[src/rtl/dmaq_pkg.sv]
package dmaq_pkg;
  localparam int ID_W    = 5;
  localparam int NUM_IDS = 1 << ID_W;
  localparam int REG_AW  = 12;

  localparam logic [REG_AW-1:0] OFS_IRQ_MASK = 12'h080;
  localparam logic [REG_AW-1:0] OFS_IRQ_PEND = 12'h084;
  localparam logic [REG_AW-1:0] OFS_IRQ_SRC  = 12'h088;
  localparam logic [REG_AW-1:0] OFS_CTRL     = 12'h400;
  localparam logic [REG_AW-1:0] OFS_NEXT_ID  = 12'h404;
  localparam logic [REG_AW-1:0] OFS_START    = 12'h408;
  localparam logic [REG_AW-1:0] OFS_FLAGS    = 12'h40C;
  localparam logic [REG_AW-1:0] OFS_DST      = 12'h410;
  localparam logic [REG_AW-1:0] OFS_SRC      = 12'h414;
  localparam logic [REG_AW-1:0] OFS_XLEN     = 12'h418;
  localparam logic [REG_AW-1:0] OFS_YLEN     = 12'h41C;
  localparam logic [REG_AW-1:0] OFS_DSTRIDE  = 12'h420;
  localparam logic [REG_AW-1:0] OFS_SSTRIDE  = 12'h424;
  localparam logic [REG_AW-1:0] OFS_DONE     = 12'h428;
  localparam logic [REG_AW-1:0] OFS_ACTIVE   = 12'h42C;

  typedef enum int unsigned {EVT_SOT = 0, EVT_EOT = 1} irq_evt_e;

  typedef struct packed {
    logic [ID_W-1:0] id;
    logic [2:0]      flags;
    logic [31:0]     dst;
    logic [31:0]     src;
    logic [31:0]     xlen;
    logic [31:0]     ylen;
    logic [31:0]     dstride;
    logic [31:0]     sstride;
  } desc_t;
endpackage

[src/rtl/dmaq_fifo.sv]
module dmaq_fifo #(
  parameter int DEPTH = 4,
  parameter int WIDTH = 8
) (
  input  logic             clk_i,
  input  logic             rst_ni,
  input  logic             flush_i,
  input  logic             push_i,
  input  logic [WIDTH-1:0] data_i,
  input  logic             pop_i,
  output logic [WIDTH-1:0] data_o,
  output logic             empty_o,
  output logic             full_o
);
  localparam int PTR_W = (DEPTH > 1) ? $clog2(DEPTH) : 1;
  localparam int CNT_W = $clog2(DEPTH + 1);

  logic [WIDTH-1:0] mem_q [DEPTH];
  logic [PTR_W-1:0] wr_q, rd_q;
  logic [CNT_W-1:0] cnt_q;

  function automatic logic [PTR_W-1:0] inc(input logic [PTR_W-1:0] p);
    return (p == PTR_W'(DEPTH - 1)) ? '0 : p + 1'b1;
  endfunction

  always_ff @(posedge clk_i) begin
    if (push_i) mem_q[wr_q] <= data_i;
  end

  always_ff @(posedge clk_i or negedge rst_ni) begin
    if (!rst_ni) begin
      wr_q  <= '0;
      rd_q  <= '0;
      cnt_q <= '0;
    end else if (flush_i) begin
      wr_q  <= '0;
      rd_q  <= '0;
      cnt_q <= '0;
    end else begin
      if (push_i) wr_q <= inc(wr_q);
      if (pop_i)  rd_q <= inc(rd_q);
      case ({push_i, pop_i})
        2'b10:   cnt_q <= cnt_q + 1'b1;
        2'b01:   cnt_q <= cnt_q - 1'b1;
        default: cnt_q <= cnt_q;
      endcase
    end
  end

  assign data_o  = mem_q[rd_q];
  assign empty_o = (cnt_q == '0);
  assign full_o  = (cnt_q == CNT_W'(DEPTH));

  assert_no_overflow_R5: assert property (@(posedge clk_i) disable iff (!rst_ni)
    !(push_i && full_o));
  assert_no_underflow_R6: assert property (@(posedge clk_i) disable iff (!rst_ni)
    pop_i |-> !empty_o);
endmodule

[src/rtl/dmaq_id_track.sv]
module dmaq_id_track
  import dmaq_pkg::*;
(
  input  logic               clk_i,
  input  logic               rst_ni,
  input  logic               alloc_i,
  input  logic               done_valid_i,
  input  logic [ID_W-1:0]    done_id_i,
  output logic [ID_W-1:0]    next_id_o,
  output logic [NUM_IDS-1:0] done_mask_o
);
  logic [ID_W-1:0] next_id_q;

  always_ff @(posedge clk_i or negedge rst_ni) begin
    if (!rst_ni)      next_id_q <= '0;
    else if (alloc_i) next_id_q <= next_id_q + 1'b1;
  end

  for (genvar g = 0; g < NUM_IDS; g++) begin : g_done
    logic bit_q;
    always_ff @(posedge clk_i or negedge rst_ni) begin
      if (!rst_ni) bit_q <= 1'b0;
      else if (done_valid_i && done_id_i == ID_W'(g)) bit_q <= 1'b1;
      else if (alloc_i && next_id_q == ID_W'(g))      bit_q <= 1'b0;
    end
    assign done_mask_o[g] = bit_q;
  end

  assign next_id_o = next_id_q;

  assert_id_step_R7: assert property (@(posedge clk_i) disable iff (!rst_ni)
    alloc_i |=> next_id_o == ID_W'($past(next_id_o) + 5'd1));
  assert_reuse_clear_R8: assert property (@(posedge clk_i) disable iff (!rst_ni)
    alloc_i && !(done_valid_i && done_id_i == next_id_o) |=> !done_mask_o[$past(next_id_o)]);
  assert_done_set_R8: assert property (@(posedge clk_i) disable iff (!rst_ni)
    done_valid_i |=> done_mask_o[$past(done_id_i)]);
endmodule

[src/rtl/dmaq_irq.sv]
module dmaq_irq (
  input  logic       clk_i,
  input  logic       rst_ni,
  input  logic [1:0] evt_i,
  input  logic       mask_we_i,
  input  logic [1:0] mask_i,
  input  logic       clr_we_i,
  input  logic [1:0] clr_i,
  output logic [1:0] mask_o,
  output logic [1:0] src_o,
  output logic [1:0] pend_o,
  output logic       irq_o
);
  logic [1:0] mask_q, src_q;

  always_ff @(posedge clk_i or negedge rst_ni) begin
    if (!rst_ni) begin
      mask_q <= 2'b11;
      src_q  <= 2'b00;
    end else begin
      if (mask_we_i) mask_q <= mask_i;
      src_q <= (src_q & ~(clr_we_i ? clr_i : 2'b00)) | evt_i;
    end
  end

  assign mask_o = mask_q;
  assign src_o  = src_q;
  assign pend_o = src_q & ~mask_q;
  assign irq_o  = |pend_o;

  assert_clear_R10: assert property (@(posedge clk_i) disable iff (!rst_ni)
    clr_we_i && clr_i == 2'b11 && evt_i == 2'b00 |=> !irq_o);
  assert_raise_R10: assert property (@(posedge clk_i) disable iff (!rst_ni)
    evt_i[0] && !mask_o[0] && !mask_we_i |=> irq_o);
endmodule

[src/rtl/dmaq_regif.sv]
module dmaq_regif
  import dmaq_pkg::*;
#(
  parameter int DEPTH           = 4,
  parameter int LEN_BITS        = 24,
  parameter int LEN_ALIGN_BITS  = 2,
  parameter int ADDR_ALIGN_BITS = 2,
  parameter bit HAS_2D          = 1'b1,
  parameter bit HAS_CYCLIC      = 1'b1,
  parameter bit HAS_PARTIAL     = 1'b0
) (
  input  logic        clk_i,
  input  logic        rst_ni,
  input  logic        reg_we_i,
  input  logic [11:0] reg_addr_i,
  input  logic [31:0] reg_wdata_i,
  output logic [31:0] reg_rdata_o,
  output logic        desc_valid_o,
  input  logic        desc_ready_i,
  output logic [4:0]  desc_id_o,
  output logic [2:0]  desc_flags_o,
  output logic [31:0] desc_dst_addr_o,
  output logic [31:0] desc_src_addr_o,
  output logic [31:0] desc_xlen_o,
  output logic [31:0] desc_ylen_o,
  output logic [31:0] desc_dst_stride_o,
  output logic [31:0] desc_src_stride_o,
  input  logic        done_valid_i,
  input  logic [4:0]  done_id_i,
  output logic        irq_o
);
  localparam logic [31:0] LEN_KEEP  = (LEN_BITS >= 32) ? '1 : ((32'd1 << LEN_BITS) - 32'd1);
  localparam logic [31:0] LEN_FORCE = (32'd1 << LEN_ALIGN_BITS) - 32'd1;
  localparam logic [31:0] ADR_KEEP  = ~((32'd1 << ADDR_ALIGN_BITS) - 32'd1);
  localparam logic [31:0] STR_KEEP  = LEN_KEEP & ADR_KEEP;
  localparam logic [2:0]  FLAG_KEEP = {HAS_PARTIAL, 1'b1, HAS_CYCLIC};
  localparam int          DW        = $bits(desc_t);

  logic [1:0]  ctrl_q;
  logic [2:0]  flags_q;
  logic [31:0] dst_q, src_q, xlen_q, ylen_q, dstride_q, sstride_q;
  logic        pend_q;

  logic ctrl_en, ctrl_pause;
  logic wr_ctrl, wr_start, flush, start_req, push, pop;
  logic fifo_empty, fifo_full;
  desc_t desc_in, desc_head;
  logic [ID_W-1:0]    next_id;
  logic [NUM_IDS-1:0] done_mask;
  logic [1:0] irq_mask, irq_src, irq_pend;

  function automatic logic sel(input logic [REG_AW-1:0] ofs);
    return reg_we_i && (reg_addr_i == ofs);
  endfunction

  assign ctrl_en    = ctrl_q[0];
  assign ctrl_pause = ctrl_q[1];
  assign wr_ctrl    = sel(OFS_CTRL);
  assign flush      = wr_ctrl && !reg_wdata_i[0];
  assign wr_start   = sel(OFS_START) && reg_wdata_i[0] && ctrl_en;
  assign start_req  = pend_q || wr_start;
  assign push       = ctrl_en && start_req && !fifo_full && !flush;
  assign pop        = desc_valid_o && desc_ready_i && !flush;

  always_ff @(posedge clk_i or negedge rst_ni) begin
    if (!rst_ni) begin
      ctrl_q    <= '0;
      flags_q   <= '0;
      dst_q     <= '0;
      src_q     <= '0;
      xlen_q    <= LEN_FORCE;
      dstride_q <= '0;
      sstride_q <= '0;
      pend_q    <= 1'b0;
    end else begin
      if (wr_ctrl)           ctrl_q    <= reg_wdata_i[1:0];
      if (sel(OFS_FLAGS))    flags_q   <= reg_wdata_i[2:0] & FLAG_KEEP;
      if (sel(OFS_DST))      dst_q     <= reg_wdata_i & ADR_KEEP;
      if (sel(OFS_SRC))      src_q     <= reg_wdata_i & ADR_KEEP;
      if (sel(OFS_XLEN))     xlen_q    <= (reg_wdata_i | LEN_FORCE) & LEN_KEEP;
      if (sel(OFS_DSTRIDE))  dstride_q <= reg_wdata_i & STR_KEEP;
      if (sel(OFS_SSTRIDE))  sstride_q <= reg_wdata_i & STR_KEEP;
      pend_q <= flush ? 1'b0 : (start_req && !push);
    end
  end

  if (HAS_2D) begin : g_2d
    always_ff @(posedge clk_i or negedge rst_ni) begin
      if (!rst_ni)           ylen_q <= '0;
      else if (sel(OFS_YLEN)) ylen_q <= reg_wdata_i & LEN_KEEP;
    end
  end else begin : g_1d
    assign ylen_q = '0;
  end

  always_comb begin
    desc_in         = '0;
    desc_in.id      = next_id;
    desc_in.flags   = flags_q;
    desc_in.dst     = dst_q;
    desc_in.src     = src_q;
    desc_in.xlen    = xlen_q;
    desc_in.ylen    = ylen_q;
    desc_in.dstride = dstride_q;
    desc_in.sstride = sstride_q;
  end

  dmaq_fifo #(.DEPTH(DEPTH), .WIDTH(DW)) u_fifo (
    .clk_i   (clk_i),
    .rst_ni  (rst_ni),
    .flush_i (flush),
    .push_i  (push),
    .data_i  (desc_in),
    .pop_i   (pop),
    .data_o  (desc_head),
    .empty_o (fifo_empty),
    .full_o  (fifo_full)
  );

  dmaq_id_track u_ids (
    .clk_i        (clk_i),
    .rst_ni       (rst_ni),
    .alloc_i      (push),
    .done_valid_i (done_valid_i),
    .done_id_i    (done_id_i),
    .next_id_o    (next_id),
    .done_mask_o  (done_mask)
  );

  logic [1:0] evt;
  assign evt[EVT_SOT] = push;
  assign evt[EVT_EOT] = done_valid_i;

  dmaq_irq u_irq (
    .clk_i     (clk_i),
    .rst_ni    (rst_ni),
    .evt_i     (evt),
    .mask_we_i (sel(OFS_IRQ_MASK)),
    .mask_i    (reg_wdata_i[1:0]),
    .clr_we_i  (sel(OFS_IRQ_PEND)),
    .clr_i     (reg_wdata_i[1:0]),
    .mask_o    (irq_mask),
    .src_o     (irq_src),
    .pend_o    (irq_pend),
    .irq_o     (irq_o)
  );

  assign desc_valid_o      = ctrl_en && !ctrl_pause && !fifo_empty;
  assign desc_id_o         = desc_head.id;
  assign desc_flags_o      = desc_head.flags;
  assign desc_dst_addr_o   = desc_head.dst;
  assign desc_src_addr_o   = desc_head.src;
  assign desc_xlen_o       = desc_head.xlen;
  assign desc_ylen_o       = desc_head.ylen;
  assign desc_dst_stride_o = desc_head.dstride;
  assign desc_src_stride_o = desc_head.sstride;

  always_comb begin
    case (reg_addr_i)
      OFS_IRQ_MASK: reg_rdata_o = {30'd0, irq_mask};
      OFS_IRQ_PEND: reg_rdata_o = {30'd0, irq_pend};
      OFS_IRQ_SRC:  reg_rdata_o = {30'd0, irq_src};
      OFS_CTRL:     reg_rdata_o = {30'd0, ctrl_q};
      OFS_NEXT_ID:  reg_rdata_o = 32'(next_id);
      OFS_START:    reg_rdata_o = {31'd0, pend_q};
      OFS_FLAGS:    reg_rdata_o = {29'd0, flags_q};
      OFS_DST:      reg_rdata_o = dst_q;
      OFS_SRC:      reg_rdata_o = src_q;
      OFS_XLEN:     reg_rdata_o = xlen_q;
      OFS_YLEN:     reg_rdata_o = ylen_q;
      OFS_DSTRIDE:  reg_rdata_o = dstride_q;
      OFS_SSTRIDE:  reg_rdata_o = sstride_q;
      OFS_DONE:     reg_rdata_o = 32'(done_mask);
      OFS_ACTIVE:   reg_rdata_o = 32'(fifo_empty ? next_id : desc_head.id);
      default:      reg_rdata_o = '0;
    endcase
  end

  assert_flush_R4: assert property (@(posedge clk_i) disable iff (!rst_ni)
    $fell(ctrl_en) |-> fifo_empty && !pend_q);
  assert_hold_R6: assert property (@(posedge clk_i) disable iff (!rst_ni)
    desc_valid_o && !desc_ready_i && !wr_ctrl |=> desc_valid_o && $stable(desc_id_o));
endmodule

[config.mk]
export PLATFORM = sky130hd
export DESIGN_NAME = dmaq_regif
export DESIGN_NICKNAME = d
export VERILOG_FILES = /design/src/rtl/dmaq_pkg.sv /design/src/rtl/dmaq_fifo.sv /design/src/rtl/dmaq_id_track.sv /design/src/rtl/dmaq_irq.sv /design/src/rtl/dmaq_regif.sv
export SDC_FILE = /design/constraint.sdc
export NUM_CORES = 1
export LEC_CHECK = 0
export BUFFER_PORTS_ARGS = -buffer_cell sky130_fd_sc_hd__buf_4
export CORE_ASPECT_RATIO = 2
export CORE_MARGIN = 2
export CORE_UTILIZATION = 45
export DETAILED_ROUTE_END_ITERATION = 12
export GPL_ROUTABILITY_DRIVEN = 0
export PLACE_DENSITY = 0.66
export SLEW_MARGIN = 20
export SYNTH_ARGS = -nofsm -noshare
export SYNTH_HDL_FRONTEND = slang
export SYNTH_HIERARCHICAL = 1
export SYNTH_SLANG_ARGS = --single-unit
[constraint.sdc]
create_clock -name clk_i -period 17.2 [get_ports clk_i]
set_input_delay 0 -clock clk_i [delete_from_list [all_inputs] [get_ports clk_i]]
set_output_delay 0 -clock clk_i [all_outputs]
set_load 0.02 [all_outputs]
==> impl_metrics.toml, run 1 <==
[layout]
area_growth_pct = 17.7
drive_above_1_share = 0.333
seqCellArea_um2 = 29100
final_nets = 2465
final_area_um2 = 46500
fillers = 6862
multi_input_area_um2 = 10000

[floorplan]
die_h_um = 423
die_area_um2 = 90300
core_um2 = 86900
dieWidth_um = 214
rows = 153
floorplan.initialDensity = 0.455
ios = 288

[clock_tree]
h-tree-depth = 3
path_clk_slew_ns = 0.07
clk_path_buf_depth = 3
cts_setup_buffers = 0
clock_latency_ns = 0.67
cts_sinks = 1003
cts_root_buffer = "clkbuf_16"
cts_tree = "yes"
numCtsBuffers = 87

[critical_path]
startpoint = "reg_addr_i[11]"
critical_path.max_fanout = 69
worst-r2r-setup-slack_ns = 13.40
worstPathCellList = "dlygate4sd3_1 > buf_4 > nor4_1 > dlygate4sd3_1 > buf_4 > and4_1 > nand2_1 > a21oi_2 > buf_4 > and2_4 > buf_4 > buf_4"
cp-start-kind = "input port"
endpoint = "u_fifo/mem_q[3][115]$_DFFE_PP_"
cpLargestDelayFamily = "buffers and inverters"
reg2reg_from = "u_fifo/cnt_q[2]$_DFFE_PN0P_"
cpMostUsedCell = "buf_4"
cp-end-kind = "flip-flop"
worstRegToRegCells = 7
slowest_stage = "buf_4"
cp.arrival_ns = 4.57
required_ns = 17.48
worstSetupPathType = "in -> reg"
reg2reg_to = "u_fifo/mem_q[3][115]$_DFFE_PP_"
path_buf_inv = 7
cp_num_cells = 12
max_stage_delay_ns = 0.90

[global_routing]
grt_antenna_before_repair = 3
grt_util_all_layers = 0.214
grt_pass1_wl_um = 140000
grt_overflow = 0
grtUsageMet1 = 0.282
use_met3 = 0.0346
grt_max_degree = 95
grt_util_met2 = 0.358
grt_pass1_vias = 20769
top_usage_layer = "met2"

[flow_run]
cap_violations = 0

[synth]
netlist_instances = 1882
synth.avg_cell_area_um2 = 21.0
synth_top_area_frac = 0.608
synth_top_cell_by_area = "edfxtp_1"
synth_cell_types = 76
synthTopCellsByArea = "edfxtp_1 (61%), dfrtp_1 (13%), mux4_2 (11%)"
ys_warn_count = 6
synth-seq-cells = 1003
syn_area_um2 = 39500
synth-edff-count = 800
seq_area_frac_synth = 0.737
synth_flop_cell = "edfxtp_1"
ys_async_sr_fraction = 0.202

[pwr]
switchingPower_w = 0.000927
power.density_nw_per_um2 = 100
vdd_drop_max_uv = 69.0
p_sw_frac = 0.199
p_int_w = 0.00373
clock_power_share = 0.416
comb_power_share = 0.017
seq_power_share = 0.566
power_w = 0.00466
p_leak_nw = 18.5

[route]
routed_wl_um = 94700
vias = 19966
ant_nets = 0
wl_per_cell_um = 26.1
vias_per_cell = 5.49
drc = 0
firstDrtPassIters = 6
initialDrtViolationCount = 1481

[placement]
pre_cts_slack_ns = 12.80
dpl-instance-area_um2 = 43000
port-buffer-count = 287
dp_hpwl_um = 61400

[sta]
maxSlewViolCount = 0
hold_slack_ns = 0.0898
finalCritPeriodShare = 0.249
max_freq_mhz = 233
grt_setup_unrepaired = "no"
setup_ws_ns = 12.91
hold_viol_final = 0
slew_headroom = 0.182
period_minus_slack_ns = 4.29
tightest_slew_ns = 1.22
finalSetupTns_ns = 0
finalSetupViolations = 0
finClkSkew_ns = 0.0152

[hold_path]
hp-class = "in -> reg"

[run_status]
status = "finished clean"
power groups by stage:
stage / combinational (W) / sequential, W / clock [W]
final: 0.0000812 / 0.00264 / 0.00194
after global placement: 0.0000658 / 0.00269 / 0
after detailed placement: 0.0000675 / 0.00269 / 0
after CTS: 0.0000800 / 0.00264 / 0.00198
after global routing: 0.0000901 / 0.00264 / 0.00207
after floorplan: 0.0000531 / 0.00267 / 0
per-layer routing:
metal / wire (um) / share of wire
met1: 37500 / 0.40
met2: 48700 / 0.51
met3: 5440 / 0.057
met4: 3090 / 0.033
met5: 13 / 0.00014
how the worst min path moves through the flow:
stage / startpoint / to / slack (ns) / depth (start not counted)
floorplan: rst_ni / ctrl_q[0]$_DFFE_PN0N_ / -0.30 / 0
global placement: rst_ni / dst_q[16]$_DFFE_PN0P_ / 0.03 / 1
detailed placement: rst_ni / dst_q[16]$_DFFE_PN0P_ / 0.04 / 1
CTS: reg_addr_i[5] / flags_q[0]$_DFFE_PN0P_ / 0.002 / 4
global route: reg_addr_i[5] / flags_q[0]$_DFFE_PN0P_ / 0.07 / 4
finish: reg_addr_i[5] / flags_q[0]$_DFFE_PN0P_ / 0.09 / 4
synthesized netlist by cell type, types with 16 or more instances:
cell / count
buf_2: 37
a22o_1: 16
mux2_4: 80
mux4_2: 201
mux2_1: 18
a22oi_1: 50
mux2i_1: 24
dfrtp_1: 201
o21ai_0: 44
nor2_1: 17
edfxtp_1: 800
nand3_1: 30
nand2_1: 57
mux2_2: 59
buf_4: 38
logic make-up after synthesis:
logic type,after synthesis,synth area share
adder cells (fa/ha/maj),12,0.00399
multiplexers,382,0.173
AO/OA/AOI/OAI,146,0.0264
AND/OR/NAND/NOR,197,0.0307
flip-flops,1003,0.737
XOR/XNOR,6,0.00133
buffers and inverters,134,0.0277
other,2,0.000190
cell type report:
cell class / count / share of cell area
diodes: 2 / 0.000108
clock buffers: 123 / 0.0524
clock inverters: 39 / 0.00786
inverters: 10 / 0.000808
multi-input cells: 915 / 0.215
flip-flops and latches: 1003 / 0.626
well taps: 1162 / 0.0313
repair buffers: 382 / 0.0661
tightest hold or removal path: stages:
cell,delay [ns]
buf_4,0.22
nor2b_1,0.13
nand3_1,0.19
mux2_2,0.18
repair_timing:
action,CTS,global route
gates resized for setup,0,0
hold endpoints to repair,270,0
hold buffers,58,0
placed cells by master (no fill, tap or decap), drive strengths merged, types with 9 or more instances in the layout:
cell type    instances
edfxtp             800
buf                325
mux4               201
dfrtp              201
conb               172
mux2               157
clkbuf             123
nand2               57
dlygate4sd3         57
a22oi               50
o21ai               45
nand3               34
clkinv              27
mux2i               24
nor2                18
a22o                16
inv                 13
nor3                13
ha                  11
nand4               10
nor2b                9
flip-flops by register name, indices dropped and copies added, names as in the netlist, 5 cells and up:
| register | cells |
|---|---|
| u_fifo/mem_q | 800 |
| u_ids/g_done.bit_q | 32 |
| dst_q | 30 |
| src_q | 30 |
| ylen_q | 24 |
| dstride_q | 22 |
| sstride_q | 22 |
| xlen_q | 22 |
| u_ids/next_id_o | 5 |
stage by stage:
stage | cells | utilization
after CTS | 3633 | 0.534
after global routing | 3636 | 0.535
after floorplan | 2052 | -
after global placement | 3413 | 0.495
after detailed placement | 3413 | 0.495
final | 3636 | 0.535
Note: power is estimated with default switching activity, not from simulation.
==> run 2: changes to the inputs <==
--- a/config.mk
+++ b/config.mk
@@ -11,7 +11,7 @@
 export CORE_UTILIZATION = 45
 export DETAILED_ROUTE_END_ITERATION = 12
 export GPL_ROUTABILITY_DRIVEN = 0
-export PLACE_DENSITY = 0.66
+export PLACE_DENSITY = 0.69
 export SLEW_MARGIN = 20
 export SYNTH_ARGS = -nofsm -noshare
 export SYNTH_HDL_FRONTEND = slang
==> constraint.sdc (replaced) <==
create_clock -name clk_i -period 3.6 [get_ports clk_i]
set_input_delay 0 -clock clk_i [delete_from_list [all_inputs] [get_ports clk_i]]
set_output_delay 0 -clock clk_i [all_outputs]
set_load 0.02 [all_outputs]
==> impl_metrics.toml, run 2 (synthesis results as in run 1) <==
[clock_tree]
clock_latency_ns = 0.68
cts_setup_buffers = 0
cts_tree = "yes"
cts_sinks = 1003
path_clk_slew_ns = 0.06
cts_root_buffer = "clkbuf_16"
clk_path_buf_depth = 3
numCtsBuffers = 86
h-tree-depth = 3

[sta]
hold_slack_ns = -0.000718
finalSetupTns_ns = 0
period_minus_slack_ns = 3.27
max_freq_mhz = 306
setup_ws_ns = 0.330
maxSlewViolCount = 0
finalSetupViolations = 0
slew_headroom = 0.327
hold_viol_final = 1
tightest_slew_ns = 1.01
finClkSkew_ns = 0.0243
finalCritPeriodShare = 0.908
grt_setup_unrepaired = "no"

[global_routing]
grt_pass1_vias = 21407
grt_antenna_before_repair = 1
grt_max_degree = 117
grt_pass1_wl_um = 142000
grt_util_all_layers = 0.217
grt_overflow = 0

[layout]
area_growth_pct = 18.7
diodes = 0
fillers = 6805
final_nets = 2479
stdcell_count = 3647
largest_reg_flops = 800
regMostFlops = "u_fifo/mem_q"
final_common_cell = "edfxtp_1"
layout_common_cells = "edfxtp_1 (800), buf_4 (316), mux4_2 (201)"
reg.largest.list = "u_fifo/mem_q x800, u_ids/g_done.bit_q x32"
drive_above_1_share = 0.340

[route]
ant_nets = 0
firstDrtPassIters = 7
wl_per_cell_um = 26.2
initialDrtViolationCount = 1805
vias_per_cell = 5.51
routed_wl_um = 95600
drc = 0
vias = 20100

[pwr]
switchingPower_w = 0.00456
power.density_nw_per_um2 = 479
vdd_drop_max_uv = 409
seq_power_share = 0.562
p_sw_frac = 0.203
comb_power_share = 0.018
clock_power_share = 0.421
p_leak_nw = 18.6
p_int_w = 0.0179

[floorplan]
dieWidth_um = 214
die_area_um2 = 90300
rows = 153
ios = 288
core_um2 = 86900
die_h_um = 423
floorplan.initialDensity = 0.455

[placement]
dp_hpwl_um = 62500
pre_cts_slack_ns = 0.787
post-place-cells = 3428
port-buffer-count = 287

[critical_path]
cp-end-kind = "flip-flop"
worstSetupPathType = "in -> reg"
worstRegToRegCells = 8
cp.arrival_ns = 3.83
critical_path.max_fanout = 19
required_ns = 4.16
cp-start-kind = "input port"

[run_status]
status = "finished, violations left"
violations = "negative hold slack"

[flow_run]
cap_violations = 0

[hold_path]
hp-class = "in -> async"
[run 2: repair_timing]
| action | 4_1_cts | 5_1_grt |
|---|---|---|
| hold endpoints to repair | 329 | 0 |
| hold buffers | 59 | 0 |
| gates resized for setup | 0 | 1 |
| endpoints found under the setup margin | 0 | 2 |
[run 2: power groups by stage]
stage                     registers [W]  logic (W)  clock network [W]
after floorplan                  0.0128   0.000254                  0
after global placement           0.0128   0.000315                  0
after detailed placement         0.0129   0.000326                  0
after CTS                        0.0126   0.000391            0.00967
after global routing             0.0126   0.000439             0.0101
final                            0.0126   0.000399            0.00944
[run 2: path summary, 6_finish.rpt]
kind                                                     from                                 end  slack (ns)
setup / recovery                                reg_addr_i[7]  u_ids/g_done[11].bit_q$_DFFE_PN0P_        0.33
hold / removal                                         rst_ni               dst_q[25]$_DFFE_PN0P_     -0.0007
setup reg to reg                  u_fifo/cnt_q[2]$_DFFE_PN0P_  u_ids/g_done[11].bit_q$_DFFE_PN0P_        0.95
hold reg to reg            u_ids/g_done[31].bit_q$_DFFE_PN0P_  u_ids/g_done[31].bit_q$_DFFE_PN0P_        0.53
max in group asynchronous                              rst_ni               src_q[11]$_DFFE_PN0P_        3.18
min in group clk_i                             reg_addr_i[11]         u_fifo/cnt_q[0]$_DFFE_PN0P_        0.04
[run 2: layer usage]
layer,up-vias,global-route usage,share of wire
met5,-,0,0.00014
met4,2,0.0909,0.041
met3,201,0.0380,0.069
met2,870,0.368,0.51
met1,10476,0.275,0.38
li1,8551,-,-
[run 2: area by class of cell]
| class | count | area [um2] | area share |
|---|---|---|---|
| repair buffers | 397 | 3410 | 0.0728 |
| flip-flops and latches | 1003 | 29100 | 0.621 |
| clock buffers | 119 | 2440 | 0.0520 |
| inverters | 10 | 37.5 | 0.000801 |
| well taps | 1162 | 1450 | 0.0310 |
| multi-input cells | 915 | 9990 | 0.213 |
| clock inverters | 41 | 427 | 0.00910 |
[run 2: worst max-delay path: stages]
cell and delay (ns):
dlygate4sd3_1 0.56, buf_4 0.17, nor3b_2 0.28, dlygate4sd3_1 0.65, and4_1 0.25, nand2_1 0.08, a21oi_2 0.37, buf_4 0.34
and4bb_4 0.29, nand2_1 0.06, a32o_1 0.21, dlygate4sd3_1 0.55
[run 2: stage by stage]
| step | utilization | area, um2 | power (W) |
|---|---|---|---|
| final | 0.539 | 46900 | 0.0224 |
| after global routing | 0.539 | 46900 | 0.0231 |
| after CTS | 0.539 | 46900 | 0.0227 |
| after detailed placement | 0.499 | 43400 | 0.0132 |
| after global placement | 0.499 | 43400 | 0.0132 |
| after floorplan | - | 40200 | 0.0130 |
==> run 3: changes to the inputs <==
--- a/config.mk
+++ b/config.mk
@@ -9,11 +9,11 @@
 export CORE_ASPECT_RATIO = 2
 export CORE_MARGIN = 2
 export CORE_UTILIZATION = 45
+export CTS_BUF_LIST = sky130_fd_sc_hd__clkbuf_8
 export DETAILED_ROUTE_END_ITERATION = 12
 export GPL_ROUTABILITY_DRIVEN = 0
 export PLACE_DENSITY = 0.69
 export SLEW_MARGIN = 20
 export SYNTH_ARGS = -nofsm -noshare
 export SYNTH_HDL_FRONTEND = slang
-export SYNTH_HIERARCHICAL = 1
 export SYNTH_SLANG_ARGS = --single-unit
==> impl_metrics.toml, run 3 <==
[run_status]
status = "finished clean"

[placement]
dp_hpwl_um = 51400
pre_cts_slack_ns = 0.733
post-place-cells = 2761
port-buffer-count = 244

[floorplan]
ios = 288
die_h_um = 383
dieWidth_um = 194
die_area_um2 = 74100
core_um2 = 71500
rows = 139
floorplan.initialDensity = 0.452

[sta]
tightest_slew_ns = 1.08
slew_headroom = 0.279
finClkSkew_ns = 0.0393
hold_slack_ns = 0.0645
grt_setup_unrepaired = "no"
setup_ws_ns = 0.311
finalSetupViolations = 0
hold_viol_final = 0
finalCritPeriodShare = 0.914
period_minus_slack_ns = 3.29
max_freq_mhz = 304
maxSlewViolCount = 0

[critical_path]
cp-start-kind = "input port"
cpMostUsedCell = "buf_4"
max_stage_delay_ns = 0.68
cp-end-kind = "output pin"
worstSetupPathType = "in -> out"
slowest_stage = "dlygate4sd3_1"
path_buf_inv = 5
critical_path.max_fanout = 23
worst-r2r-setup-slack_ns = 0.82
cpLargestDelayFamily = "buffers and inverters"
required_ns = 3.60
cp.arrival_ns = 3.29
worstPathCellList = "dlygate4sd3_1 > buf_4 > nor4b_4 > dlygate4sd3_1 > nand3_1 > nor2_4 > buf_4 > a222oi_1 > nand3_1 > buf_4"

[clock_tree]
h-tree-depth = 3
numCtsBuffers = 108
cts_setup_buffers = 0
postCtsHoldBufs = 67
cts_tree = "yes"
path_clk_slew_ns = 0.06
cts_root_buffer = "clkbuf_8"
clk_path_buf_depth = 3
cts_sinks = 831
clock_latency_ns = 0.74
cts.repair.resized = 0

[layout]
stdcell_count = 3035
multi_input_area_um2 = 7890
final_nets = 2088
final_common_cell = "edfxtp_1"
seqCellArea_um2 = 23900
regMostFlops = "u_fifo.mem_q"
area_growth_pct = 18.8
layout_common_cells = "edfxtp_1 (628), buf_4 (268), dfrtp_1 (199)"
largest_reg_flops = 628
drive_above_1_share = 0.367
fillers = 5541
reg.largest.list = "u_fifo.mem_q x628, u_ids.g_done.bit_q x32"

[synth]
synth_top_family_by_area = "multiplexers"
synth_top_cell_by_area = "edfxtp_1"
netlist_instances = 1639
synthSimpleGateAreaFrac = 0.0302
synthXorXnorAreaFrac = 0.00132
synth.avg_cell_area_um2 = 19.7
ys_async_sr_fraction = 0.244
synth_compound_area_frac = 0.0347
yosysMostFrequentCell = "edfxtp_1"
synth_cell_types = 63
ys_warn_count = 0
synth_flop_cell = "edfxtp_1"
muxShareOfSynthArea = 0.166
synth_top_area_frac = 0.583
synth-adder-area-share = 0.00488
synth_common_cells = "edfxtp_1 (628), dfrtp_1 (201), mux4_2 (157)"
synth-seq-cells = 831
syn_area_um2 = 32300
seq_area_frac_synth = 0.740
synthTopCellsByArea = "edfxtp_1 (58%), dfrtp_1 (16%), mux4_2 (11%)"
synth-edff-count = 628

[route]
vias = 17434
vias_per_cell = 5.74
ant_nets = 0
initialDrtViolationCount = 1432
drc = 0
wl_per_cell_um = 26.6
firstDrtPassIters = 6
routed_wl_um = 80800

[global_routing]
grt_util_all_layers = 0.219
grt_pass1_vias = 18381
grt_pass1_wl_um = 120000
grt_max_degree = 84
grt_overflow = 0
grt_antenna_before_repair = 2

[flow_run]
cap_violations = 0

[pwr]
power.density_nw_per_um2 = 471
p_leak_nw = 15.7
vdd_drop_max_uv = 255

[hold_path]
hp-class = "in -> reg"
-- run 3: changes by cell type in the layout (fill, tap and decap cells not counted), moves of 14 or more --
cell       before  now
edfxtp_1      800  628
conb_1        172   43
clkbuf_8       13  121
clkbuf_16      88    0
mux2_4         80    0
mux2_2         59  135
buf_4         316  268
mux4_2        201  157
inv_1          10   36
clkbuf_1       19    0
a222oi_1        6   22
clkinv_2        9   24
mux2i_1        24    9
o21ai_0        44   58
-- run 3: where the power goes --
group / internal (W) / switching (W) / total, W
Combinational: 0.000142 / 0.000224 / 0.000366
Clock: 0.00384 / 0.00349 / 0.00733
Sequential: 0.0103 / 0.000103 / 0.0104
-- run 3: cell families (layout without fill, tap and decap cells) --
family / Yosys count / in the layout
flops: 831 / 831
mux: 321 / 321
simple gates: 177 / 177
compound gates: 163 / 163
buf+inv: 129 / 566
fa+ha+maj: 12 / 12
xor+xnor: 4 / 4
other cells: 2 / 45
-- run 3: routing by layer --
metal / global-route usage / part of all wire / up-vias
li1: - / - / 7373
met1: 0.277 / 0.39 / 9128
met2: 0.373 / 0.51 / 789
met3: 0.0449 / 0.068 / 142
met4: 0.0797 / 0.033 / 2
met5: 0 / 0.000087 / -
-- run 3: area by class of cell --
cell class | instances | share of cell area
well taps | 916 | 0.0298
inverters | 7 | 0.000684
diodes | 2 | 0.000130
multi-input cells | 720 | 0.205
clock buffers | 121 | 0.0434
clock inverters | 84 | 0.0170
repair buffers | 354 | 0.0801
flip-flops and latches | 831 | 0.624
-- run 3: stage by stage --
step           area (um2)  power [W]   util  TNS, ns
2_1_floorplan       32500     0.0107      -  -145.15
5_1_grt             38400     0.0186  0.537        0
4_1_cts             38400     0.0182  0.537        0
3_3_place_gp        35400     0.0109  0.495        0
3_5_place_dp        35400     0.0109  0.495        0
6_report            38400     0.0181  0.537        0
-- run 3: path summary, 6_finish.rpt --
path / start / endpoint / cells after the start
max in group asynchronous: rst_ni / xlen_q[11]$_DFFE_PN0P_ / 4
min: reg_wdata_i[27] / dst_q[27]$_DFFE_PN0P_ / 3
min reg2reg: u_ids.g_done[31].bit_q$_DFFE_PN0P_ / u_ids.g_done[31].bit_q$_DFFE_PN0P_ / 1
max reg2reg: ctrl_q[0]$_DFFE_PN0N_ / u_fifo.mem_q[2][63]$_DFFE_PP_ / 5
min in group asynchronous: rst_ni / u_irq.mask_o[0]$_DFFE_PN1P_ / 3
max: reg_addr_i[11] / reg_rdata_o[3] / 10
-- run 3: worst register-to-register path, stage by stage, from the launching register on --
cell and delay [ns]:
dfrtp_1 0.42, and4_1 0.20, a41o_1 0.39, and3_1 0.46
and2_4 0.53, buf_12 0.37
